**src/rtl/ps2rx_pkg.sv**
```systemverilog
// Package ps2rx_pkg
// Shared constants and types for the PS/2 scan-code receiver.
// Assumes a keyboard that sends 8-bit scan codes with a one-byte release prefix.
package ps2rx_pkg;
    localparam int          SCAN_BITS   = 8;
    localparam int          FRAME_BITS  = SCAN_BITS + 3;
    typedef logic [SCAN_BITS-1:0] scan_t;
    localparam scan_t       RELEASE_PFX = 8'hF0;
endpackage

```
**src/rtl/ps2_line_filter.sv**
```systemverilog
// Module ps2_line_filter
// Brings one asynchronous PS/2 line into the clk domain and debounces it.
// The filtered level changes only after FILT_LEN equal synchronised samples in a row.
// Assumes the line idles high. SYNC_STAGES >= 2 and FILT_LEN >= 2.
module ps2_line_filter #(
    parameter int SYNC_STAGES = 2,
    parameter int FILT_LEN    = 4
) (
    input  logic clk,
    input  logic rst_n,
    input  logic line_i,
    output logic level_o
);
    logic [SYNC_STAGES-1:0] sync_q;
    logic                   stage;
    logic [FILT_LEN-1:0]    window;

    // synchroniser chain, reset to the idle-high level
    always_ff @(posedge clk) begin
        if (!rst_n) sync_q <= '1;
        else        sync_q <= {sync_q[SYNC_STAGES-2:0], line_i};
    end

    assign stage = sync_q[SYNC_STAGES-1];

    generate
        if (FILT_LEN == 2) begin : g_short
            logic hist_q;
            // one-deep sample history
            always_ff @(posedge clk) begin
                if (!rst_n) hist_q <= 1'b1;
                else        hist_q <= stage;
            end
            assign window = {hist_q, stage};
        end else begin : g_long
            logic [FILT_LEN-2:0] hist_q;
            // multi-deep sample history
            always_ff @(posedge clk) begin
                if (!rst_n) hist_q <= '1;
                else        hist_q <= {hist_q[FILT_LEN-3:0], stage};
            end
            assign window = {hist_q, stage};
        end
    endgenerate

    // level follows the input only once the whole window agrees
    always_ff @(posedge clk) begin
        if (!rst_n)          level_o <= 1'b1;
        else if (&window)    level_o <= 1'b1;
        else if (~|window)   level_o <= 1'b0;
    end
endmodule

```
**src/rtl/ps2_frame_rx.sv**
```systemverilog
// Module ps2_frame_rx
// Assembles 11-bit PS/2 frames from the filtered clock and data levels.
// Checks start, parity and stop, and pulses byte_vld_o for each good byte.
// A frame that stalls for TIMEOUT_CYC cycles is abandoned.
// Assumes inputs are already synchronous to clk.
module ps2_frame_rx
    import ps2rx_pkg::*;
#(
    parameter int TIMEOUT_CYC = 100000,
    localparam int CNT_W = $clog2(FRAME_BITS),
    localparam int TMO_W = $clog2(TIMEOUT_CYC)
) (
    input  logic             clk,
    input  logic             rst_n,
    input  logic             kclk_lvl_i,
    input  logic             kdat_lvl_i,
    output scan_t            byte_o,
    output logic             byte_vld_o,
    output logic [CNT_W-1:0] bit_cnt_o,
    output logic [TMO_W-1:0] tmo_cnt_o
);
    localparam logic [CNT_W-1:0] LAST_DATA = CNT_W'(SCAN_BITS);
    localparam logic [CNT_W-1:0] PAR_POS   = CNT_W'(SCAN_BITS + 1);
    localparam logic [TMO_W-1:0] TMO_LAST  = TMO_W'(TIMEOUT_CYC - 1);

    logic             kclk_prev_q;
    logic             fall;
    logic [CNT_W-1:0] cnt_q;
    logic [TMO_W-1:0] tmo_q;
    scan_t            shift_q;
    logic             par_q;

    // previous clock level for edge detection
    always_ff @(posedge clk) begin
        if (!rst_n) kclk_prev_q <= 1'b1;
        else        kclk_prev_q <= kclk_lvl_i;
    end

    assign fall = kclk_prev_q & ~kclk_lvl_i;

    // bit counter, shift register, frame checks and stall timeout
    always_ff @(posedge clk) begin
        if (!rst_n) begin
            cnt_q      <= '0;
            tmo_q      <= '0;
            shift_q    <= '0;
            par_q      <= 1'b0;
            byte_o     <= '0;
            byte_vld_o <= 1'b0;
        end else begin
            byte_vld_o <= 1'b0;
            if (fall) begin
                tmo_q <= '0;
                if (cnt_q == '0) begin
                    if (!kdat_lvl_i) cnt_q <= CNT_W'(1);
                end else if (cnt_q <= LAST_DATA) begin
                    shift_q <= {kdat_lvl_i, shift_q[SCAN_BITS-1:1]};
                    cnt_q   <= cnt_q + 1'b1;
                end else if (cnt_q == PAR_POS) begin
                    par_q <= kdat_lvl_i;
                    cnt_q <= cnt_q + 1'b1;
                end else begin
                    cnt_q <= '0;
                    if (kdat_lvl_i && (^{shift_q, par_q})) begin
                        byte_o     <= shift_q;
                        byte_vld_o <= 1'b1;
                    end
                end
            end else if (cnt_q == '0) begin
                tmo_q <= '0;
            end else if (tmo_q == TMO_LAST) begin
                tmo_q <= '0;
                cnt_q <= '0;
            end else begin
                tmo_q <= tmo_q + 1'b1;
            end
        end
    end

    assign bit_cnt_o = cnt_q;
    assign tmo_cnt_o = tmo_q;
endmodule

```
**src/rtl/ps2_release_filter.sv**
```systemverilog
// Module ps2_release_filter
// Removes key-release sequences from the byte stream.
// An F0 prefix sets a pending flag, and the byte that follows is dropped.
// Every other byte is registered on code_o with a one-cycle strobe.
// Assumes byte_vld_i pulses are at least one cycle apart.
module ps2_release_filter
    import ps2rx_pkg::*;
(
    input  logic  clk,
    input  logic  rst_n,
    input  scan_t byte_i,
    input  logic  byte_vld_i,
    output scan_t code_o,
    output logic  code_vld_o,
    output logic  pend_o
);
    // release tracking and output register
    always_ff @(posedge clk) begin
        if (!rst_n) begin
            pend_o     <= 1'b0;
            code_o     <= '0;
            code_vld_o <= 1'b0;
        end else begin
            code_vld_o <= 1'b0;
            if (byte_vld_i) begin
                if (byte_i == RELEASE_PFX) begin
                    pend_o <= 1'b1;
                end else if (pend_o) begin
                    pend_o <= 1'b0;
                end else begin
                    code_o     <= byte_i;
                    code_vld_o <= 1'b1;
                end
            end
        end
    end
endmodule

```
**src/rtl/ps2_keycode_rx.sv**
```systemverilog
// Module ps2_keycode_rx
// Top of the PS/2 keyboard receiver: line filters, frame receiver and release filter.
// It only receives and never drives the PS/2 lines.
// Assumes clk is much faster than the PS/2 clock (10-17 kHz).
module ps2_keycode_rx
    import ps2rx_pkg::*;
#(
    parameter int SYNC_STAGES = 2,
    parameter int FILT_LEN    = 4,
    parameter int TIMEOUT_CYC = 100000
) (
    input  logic       clk,
    input  logic       rst_n,
    input  logic       ps2_clk_i,
    input  logic       ps2_dat_i,
    output logic [7:0] code_o,
    output logic       code_vld_o
);
    localparam int CNT_W = $clog2(FRAME_BITS);
    localparam int TMO_W = $clog2(TIMEOUT_CYC);

    logic [1:0]       raw;
    logic [1:0]       lvl;
    scan_t            rx_byte;
    logic             rx_vld;
    logic [CNT_W-1:0] bit_cnt;
    logic [TMO_W-1:0] tmo_cnt;
    logic             pend;

    assign raw = {ps2_dat_i, ps2_clk_i};

    generate
        for (genvar gi = 0; gi < 2; gi++) begin : g_line
            ps2_line_filter #(
                .SYNC_STAGES(SYNC_STAGES),
                .FILT_LEN   (FILT_LEN)
            ) u_flt (
                .clk    (clk),
                .rst_n  (rst_n),
                .line_i (raw[gi]),
                .level_o(lvl[gi])
            );
        end
    endgenerate

    ps2_frame_rx #(
        .TIMEOUT_CYC(TIMEOUT_CYC)
    ) u_frame (
        .clk       (clk),
        .rst_n     (rst_n),
        .kclk_lvl_i(lvl[0]),
        .kdat_lvl_i(lvl[1]),
        .byte_o    (rx_byte),
        .byte_vld_o(rx_vld),
        .bit_cnt_o (bit_cnt),
        .tmo_cnt_o (tmo_cnt)
    );

    ps2_release_filter u_rel (
        .clk       (clk),
        .rst_n     (rst_n),
        .byte_i    (rx_byte),
        .byte_vld_i(rx_vld),
        .code_o    (code_o),
        .code_vld_o(code_vld_o),
        .pend_o    (pend)
    );
endmodule

```
**config.mk**
```make
export PLATFORM = sky130hd
export DESIGN_NAME = ps2_keycode_rx
export DESIGN_NICKNAME = d
export VERILOG_FILES = /design/src/rtl/ps2rx_pkg.sv /design/src/rtl/ps2_line_filter.sv /design/src/rtl/ps2_frame_rx.sv /design/src/rtl/ps2_release_filter.sv /design/src/rtl/ps2_keycode_rx.sv
export SDC_FILE = /design/constraint.sdc
export NUM_CORES = 1
export LEC_CHECK = 0
export ABC_AREA = 1
export BUFFER_PORTS_ARGS = -buffer_cell sky130_fd_sc_hd__buf_2
export CAP_MARGIN = 20
export CORE_ASPECT_RATIO = 2
export CORE_MARGIN = 2
export CORE_UTILIZATION = 59
export DETAILED_ROUTE_END_ITERATION = 12
export PLACE_DENSITY = 0.78
export SKIP_CTS_REPAIR_TIMING = 1
export SLEW_MARGIN = 20
export SYNTH_ARGS = -nofsm -noshare
export SYNTH_HDL_FRONTEND = slang
export SYNTH_SLANG_ARGS = --single-unit
```
**constraint.sdc**
```tcl
create_clock -name clk -period 2.3 [get_ports clk]
set_input_delay 0.575 -clock clk [delete_from_list [all_inputs] [get_ports clk]]
set_output_delay 0.575 -clock clk [all_outputs]
set_load 0.005 [all_outputs]
```
==> impl_metrics.toml, run 1 <==
[global_routing]
grt_util_met3_pct = 6.25
grt_most_used_layer = "met2"
via_count_of_the_first_global_routing_pass = 2240
grt_pass1_wl_um = 9160
groute.layer.met2.usage_pct = 38.2
grt_antenna_before_repair = 0
grt_util_met1_pct = 27.1
grt_use_total_pct = 23.1
maximum_number_of_pins_on_one_net_before_global_route_repair = 21
grt_overflow = 0

[clock_tree]
cts_tree = "built"
path_clk_slew_ns = 0.07
cts-htree-levels = 3
worstSkewPairLatency_ns = 0.34
clock_sinks = 62
clk_buf_depth = 2
ctsRootBufferMaster = "sky130_fd_sc_hd__clkbuf_8"
tritoncts.num_buffers = 9

[synthesis]
synth.yosys.seq_area_share_pct = 45.6
synth_top_family_by_area = "simple AND/OR/NAND/NOR gates"
synth_compound_area_share_pct = 10.8
synth-edff-count = 0
netlist_instances = 362
synth_xor_area_share_pct = 2.25
syn_area_per_cell_um2 = 7.52
synth.mux.area_fraction_pct = 0
synthAdderAreaFrac_pct = 1.84
yosys.cell_types.count = 36
synthesis.area_um2 = 2720
ys_ff_latch = 62
synth_warn = 0
ys_dominant_reg_cell = "sky130_fd_sc_hd__dfxtp_1"
syn_nets = 370
post_synth_and_or_nand_nor_area_fraction_pct = 30.5
async_reset_ff_share_pct = 0

[place]
dp.final_hpwl_um = 3650
dp_worst_setup_slack_ns = 0.439
gp_congestion = 0.807
placement.io_buffers = 12

[detailed_routing]
viasPerCell = 5.13
drt_iter0_drc = 40
detail-route-antenna-nets = 0
wl_per_cell_um = 11.4
vias = 2249
totalWireLength_um = 5000
detailedRoute.firstPassIterationCount = 4
drcViolationCount = 0

[worst_setup_path]
r2r_start = "u_frame.bit_cnt_o[0]"
critical_path.cell_chain = "inv_1 -> ha_1 -> inv_1 -> nor3_1 -> inv_1 -> nand3_1 -> o21ai_0 -> a21oi_1"
critical_path.reg2reg.endpoint = "u_frame.shift_q[7]"
r2r.worst_path.cells = 8
cp_slowest_cell = "sky130_fd_sc_hd__dfxtp_1"
critical_path_maximum_fanout = 16
timing_worst_setup_path_type = "flop to flop"
timing.critical_path.mode_cell = "sky130_fd_sc_hd__inv_1"
timing.critical_path.required_ns = 2.51
max_stage_delay_ns = 0.40
startpoint_type = "flop"
end_kind = "flop"
arrival_ns = 2.09
r2r_setup_slack_ns = 0.42

[layout]
final_net_count = 386
antenna_cells = 0
area_growth_syn_to_layout_pct = 11.5
final_common_cell = "sky130_fd_sc_hd__nand2_1"
final_cell_mix = "sky130_fd_sc_hd__nand2_1 (81), sky130_fd_sc_hd__dfxtp_1 (62), sky130_fd_sc_hd__inv_1 (47), sky130_fd_sc_hd__nor2_1 (39), sky130_fd_sc_hd__a21oi_1 (25)"
layout-drive-gt1-share_pct = 14.9

[min_path]
hold_start = "g_line[1].u_flt.sync_q[0]"
worst_hold_path.num_cells = 1
timing.hold.worst.class = "flop to flop"
whs_endpoint = "g_line[1].u_flt.sync_q[1]"

[die]
fp.dieArea_um2 = 5200
start_util_pct = 60.3
chipWidth_um = 52.0
core.rowCount = 35
num_io_pins = 13
floorplan.die.height_um = 100
placeableCoreArea_um2 = 4510

[sta]
tightest_slew_ns = 0.562
slew_headroom_pct = 62.5
finalSetupViolations = 0
final_worst_clock_skew_ns = 0.00933
final.period_utilization_pct = 81.7
finalMaxSlewViolations = 0
fin_setup_tns_ns = 0
finalHoldViolations = 0
fmax_mhz = 532
post-route-min-period_ns = 1.88
final_setup_margin_ns = 0.421
rsz0062_at_grt = "no"

[job]
maxCapViolations = 0

[power_and_ir_drop]
vdd_drop_max_uv = 594
leakage_nw = 1.28
powerDensity_nw_per_um2 = 721

[outcome]
status = "finished, final reports clean"
[per-stage QoR]
step / std cells / utilization, % / hold slack (ns) / area, um2 / total power [mW]
6_report: 438 / 67.3 / 0.428 / 3040 / 2.19
3_3_place_gp: 422 / 62.2 / 0.405 / 2800 / 1.13
5_1_grt: 438 / 67.3 / 0.426 / 3040 / 2.26
4_1_cts: 438 / 67.3 / 0.420 / 3040 / 2.21
2_1_floorplan: 362 / - / 0.393 / 2720 / 1.13
3_5_place_dp: 422 / 62.2 / 0.420 / 2800 / 1.13
[Yosys cell counts, types with 2 or more instances]
cell type | instances | area share (%)
sky130_fd_sc_hd__nor2_2 | 5 | 1.1
sky130_fd_sc_hd__ha_1 | 4 | 1.8
sky130_fd_sc_hd__a31oi_1 | 3 | 0.69
sky130_fd_sc_hd__inv_2 | 2 | 0.28
sky130_fd_sc_hd__xor2_1 | 5 | 1.6
sky130_fd_sc_hd__clkbuf_1 | 3 | 0.41
sky130_fd_sc_hd__dfxtp_1 | 62 | 46
sky130_fd_sc_hd__nor3_1 | 7 | 1.3
sky130_fd_sc_hd__o21ai_0 | 18 | 3.3
sky130_fd_sc_hd__nand4_1 | 5 | 1.1
sky130_fd_sc_hd__nor4_1 | 2 | 0.46
sky130_fd_sc_hd__buf_4 | 2 | 0.55
sky130_fd_sc_hd__xnor2_1 | 2 | 0.64
sky130_fd_sc_hd__nand2_1 | 81 | 11
sky130_fd_sc_hd__nor2_1 | 39 | 5.4
sky130_fd_sc_hd__or2_2 | 13 | 3.0
sky130_fd_sc_hd__nor3b_1 | 3 | 0.83
sky130_fd_sc_hd__buf_2 | 2 | 0.37
sky130_fd_sc_hd__inv_1 | 47 | 6.5
sky130_fd_sc_hd__a21oi_1 | 25 | 4.6
sky130_fd_sc_hd__nand3_1 | 17 | 3.1
[final cells by class]
cell class | count | area (um2)
fillers | 385 | 1480
flip-flops and latches | 62 | 1240
multi-input cells | 242 | 1230
inverters | 49 | 184
clock buffers | 10 | 138
clock inverters | 6 | 93.8
repair buffers | 14 | 75.1
well taps | 55 | 68.8
[kinds of logic (layout without fill, tap and decap cells)]
group,Yosys count,after routing
buffers and inverters,58,79
XOR/XNOR,7,7
flip-flops,62,62
AND/OR/NAND/NOR,179,179
AO/OA/AOI/OAI,52,52
adder cells (fa/ha/maj),4,4
[flip-flops by register name, indices dropped and copies added, names as in the netlist]
name and flops:
u_frame.tmo_cnt_o 17, u_frame.shift_q 8, u_rel.code_o 8, g_line.u_flt.sync_q 4, u_frame.bit_cnt_o 4, u_frame.par_q 1, u_rel.code_vld_o 1, u_frame.byte_vld_o 1
g_line.u_flt.level_o 2, g_line.u_flt.g_long.hist_q 6, u_frame.byte_o 8, u_rel.pend_o 1, u_frame.kclk_prev_q 1
[critical path, delay by kind of cell, from the launching register on]
| family | cells | cell delay [ns] |
|---|---|---|
| fa+ha+maj | 1 | 0.25 |
| simple gates | 2 | 0.43 |
| compound gates | 2 | 0.37 |
| buf+inv | 3 | 0.31 |
| flops | 1 | 0.40 |
[per-layer routing]
metal	up-vias	part of all wire (%)
li1	1184	-
met1	1019	44
met2	38	51
met3	8	3.4
met4	0	1.6
met5	-	0
[power by group]
group	total, mW	switching [mW]	internal [mW]	leakage, nW
registers	1.08	0.00272	1.08	0.501
logic	0.0267	0.0170	0.00971	0.661
clock network	1.08	0.435	0.647	0.113
total	2.19	0.454	1.73	1.28
[worst max-delay path by stage]
stage	end	from	slack, ns
2_1_floorplan	u_frame.byte_o[1]	u_frame.bit_cnt_o[0]	0.72
3_3_place_gp	u_frame.shift_q[6]	u_frame.bit_cnt_o[0]	0.57
3_5_place_dp	u_frame.shift_q[7]	u_frame.bit_cnt_o[0]	0.44
4_1_cts	u_frame.shift_q[7]	u_frame.bit_cnt_o[0]	0.43
5_1_grt	u_frame.shift_q[1]	u_frame.bit_cnt_o[0]	0.13
6_report	u_frame.shift_q[7]	u_frame.bit_cnt_o[0]	0.42
Note: power is estimated with default switching activity, not from simulation.
==> run 2: changes to the inputs <==
==> constraint.sdc (replaced) <==
create_clock -name clk -period 1.8 [get_ports clk]
set_input_delay 0.45 -clock clk [delete_from_list [all_inputs] [get_ports clk]]
set_output_delay 0.45 -clock clk [all_outputs]
set_load 0.005 [all_outputs]
==> run 2 against run 1 <==
Global-route usage decreased by 0.69 points. Sequential power up 28%. Routed wire length grew 9.9%. Largest cell class is now multi-input gates.
==> impl_metrics.toml, run 2 (synthesized netlist as in run 1, its figures left out) <==
[clock_tree]
ctsRootBufferMaster = "sky130_fd_sc_hd__clkbuf_8"
worstSkewPairLatency_ns = 0.34
path_clk_slew_ns = 0.06
cts-htree-levels = 3
clk_buf_depth = 2
cts_tree = "built"
tritoncts.num_buffers = 9
clock_sinks = 62

[layout]
final_net_count = 390
post_layout_instance_area_um2 = 3050
area_growth_syn_to_layout_pct = 12.2
layout-drive-gt1-share_pct = 17.1
largest_register_ff_count = 17
final_cell_mix = "sky130_fd_sc_hd__nand2_1 (79), sky130_fd_sc_hd__dfxtp_1 (60), sky130_fd_sc_hd__inv_1 (46), sky130_fd_sc_hd__nor2_1 (39), sky130_fd_sc_hd__a21oi_1 (25)"
fillerInstances = 365
final_common_cell = "sky130_fd_sc_hd__nand2_1"
antenna_cells = 0

[global_routing]
grt_antenna_before_repair = 0
groute.layer.met2.usage_pct = 36.9
maximum_number_of_pins_on_one_net_before_global_route_repair = 21
grt_use_total_pct = 22.4
grt_util_met1_pct = 26.2
grt_overflow = 0
grt_most_used_layer = "met2"
via_count_of_the_first_global_routing_pass = 2111
grt_pass1_wl_um = 8810
grt_util_met3_pct = 6.25

[job]
maxCapViolations = 0

[worst_setup_path]
startpoint_type = "flop"
timing.critical_path.required_ns = 2.03
timing_worst_setup_path_type = "flop to flop"
critical_path_maximum_fanout = 8
arrival_ns = 1.96
end_kind = "flop"

[outcome]
status = "finished, final reports clean"

[sta]
fmax_mhz = 577
slew_headroom_pct = 61.1
finalSetupViolations = 0
finalMaxSlewViolations = 0
final_setup_margin_ns = 0.0682
fin_setup_tns_ns = 0
post-route-min-period_ns = 1.73
final_worst_clock_skew_ns = 0.00982
tightest_slew_ns = 0.583
final.period_utilization_pct = 96.2
finalHoldViolations = 0
rsz0062_at_grt = "yes"

[die]
core.rowCount = 35
floorplan.die.height_um = 100
start_util_pct = 60.3
num_io_pins = 13
chipWidth_um = 52.0
placeableCoreArea_um2 = 4510
fp.dieArea_um2 = 5200

[power_and_ir_drop]
vdd_drop_max_uv = 862
leakage_nw = 1.29
powerDensity_nw_per_um2 = 818

[detailed_routing]
wl_per_cell_um = 12.5
drcViolationCount = 0
totalWireLength_um = 5500
detail-route-antenna-nets = 0
vias = 2344
detailedRoute.firstPassIterationCount = 4
viasPerCell = 5.33
drt_iter0_drc = 73

[place]
gp_congestion = 0.832
dp.final_hpwl_um = 3470
placement.io_buffers = 12
placement.cell_area_um2 = 2820
dp_worst_setup_slack_ns = 0.101

[min_path]
timing.hold.worst.class = "input pin to flop"
-- run 2: path summary, 6_finish.rpt --
kind | endpoint | depth (start not counted) | from | slack [ns]
worst max-delay path | u_frame.byte_o[0] | 8 | u_frame.bit_cnt_o[0] | 0.07
worst max register to register | u_frame.byte_o[0] | 8 | u_frame.bit_cnt_o[0] | 0.07
worst min register to register | g_line[1].u_flt.sync_q[1] | 1 | g_line[1].u_flt.sync_q[0] | 0.42
worst min-delay path | g_line[1].u_flt.sync_q[0] | 2 | ps2_dat_i | 0.31
-- run 2: power by group --
part	total [mW]	switching (mW)	internal (mW)	leakage, nW
combinational	0.0351	0.0226	0.0125	0.696
clock	1.08	0.486	0.595	0.0914
sequential	1.38	0.00326	1.38	0.502
total	2.50	0.512	1.99	1.29
-- run 2: final cells by class --
cell class / instances / area (um2) / area share, %
clock buffers: 13 / 169 / 5.53
clock inverters: 1 / 5.00 / 0.164
inverters: 49 / 184 / 6.02
multi-input cells: 243 / 1290 / 42.1
flip-flops and latches: 62 / 1240 / 40.7
well taps: 55 / 68.8 / 2.25
repair buffers: 17 / 97.6 / 3.20
-- run 2: through the flow --
step,power [mW],cells,hold slack [ns],util (%)
6_report,2.50,440,0.307,67.7
3_3_place_gp,1.45,424,0.400,62.5
3_5_place_dp,1.45,424,0.403,62.5
4_1_cts,2.52,438,0.302,66.4
2_1_floorplan,1.44,362,0.393,-
5_1_grt,2.57,440,0.310,67.7
-- run 2: routing by layer --
metal,vias up,routed length (um),share of wire (%)
met2,44,2760,50
li1,1195,-,-
met4,0,158,2.9
met1,1092,2400,44
met3,13,184,3.3
met5,-,0,0
-- run 2: worst max-delay path, cell delays in order (launching register included) --
cell and delay, ns:
sky130_fd_sc_hd__dfxtp_2 0.36, sky130_fd_sc_hd__inv_1 0.09, sky130_fd_sc_hd__ha_4 0.18, sky130_fd_sc_hd__a21boi_4 0.18, sky130_fd_sc_hd__nand2_4 0.09, sky130_fd_sc_hd__nor3_4 0.32, sky130_fd_sc_hd__nand3_4 0.19, sky130_fd_sc_hd__nor2_1 0.15
sky130_fd_sc_hd__nor2_1 0.06
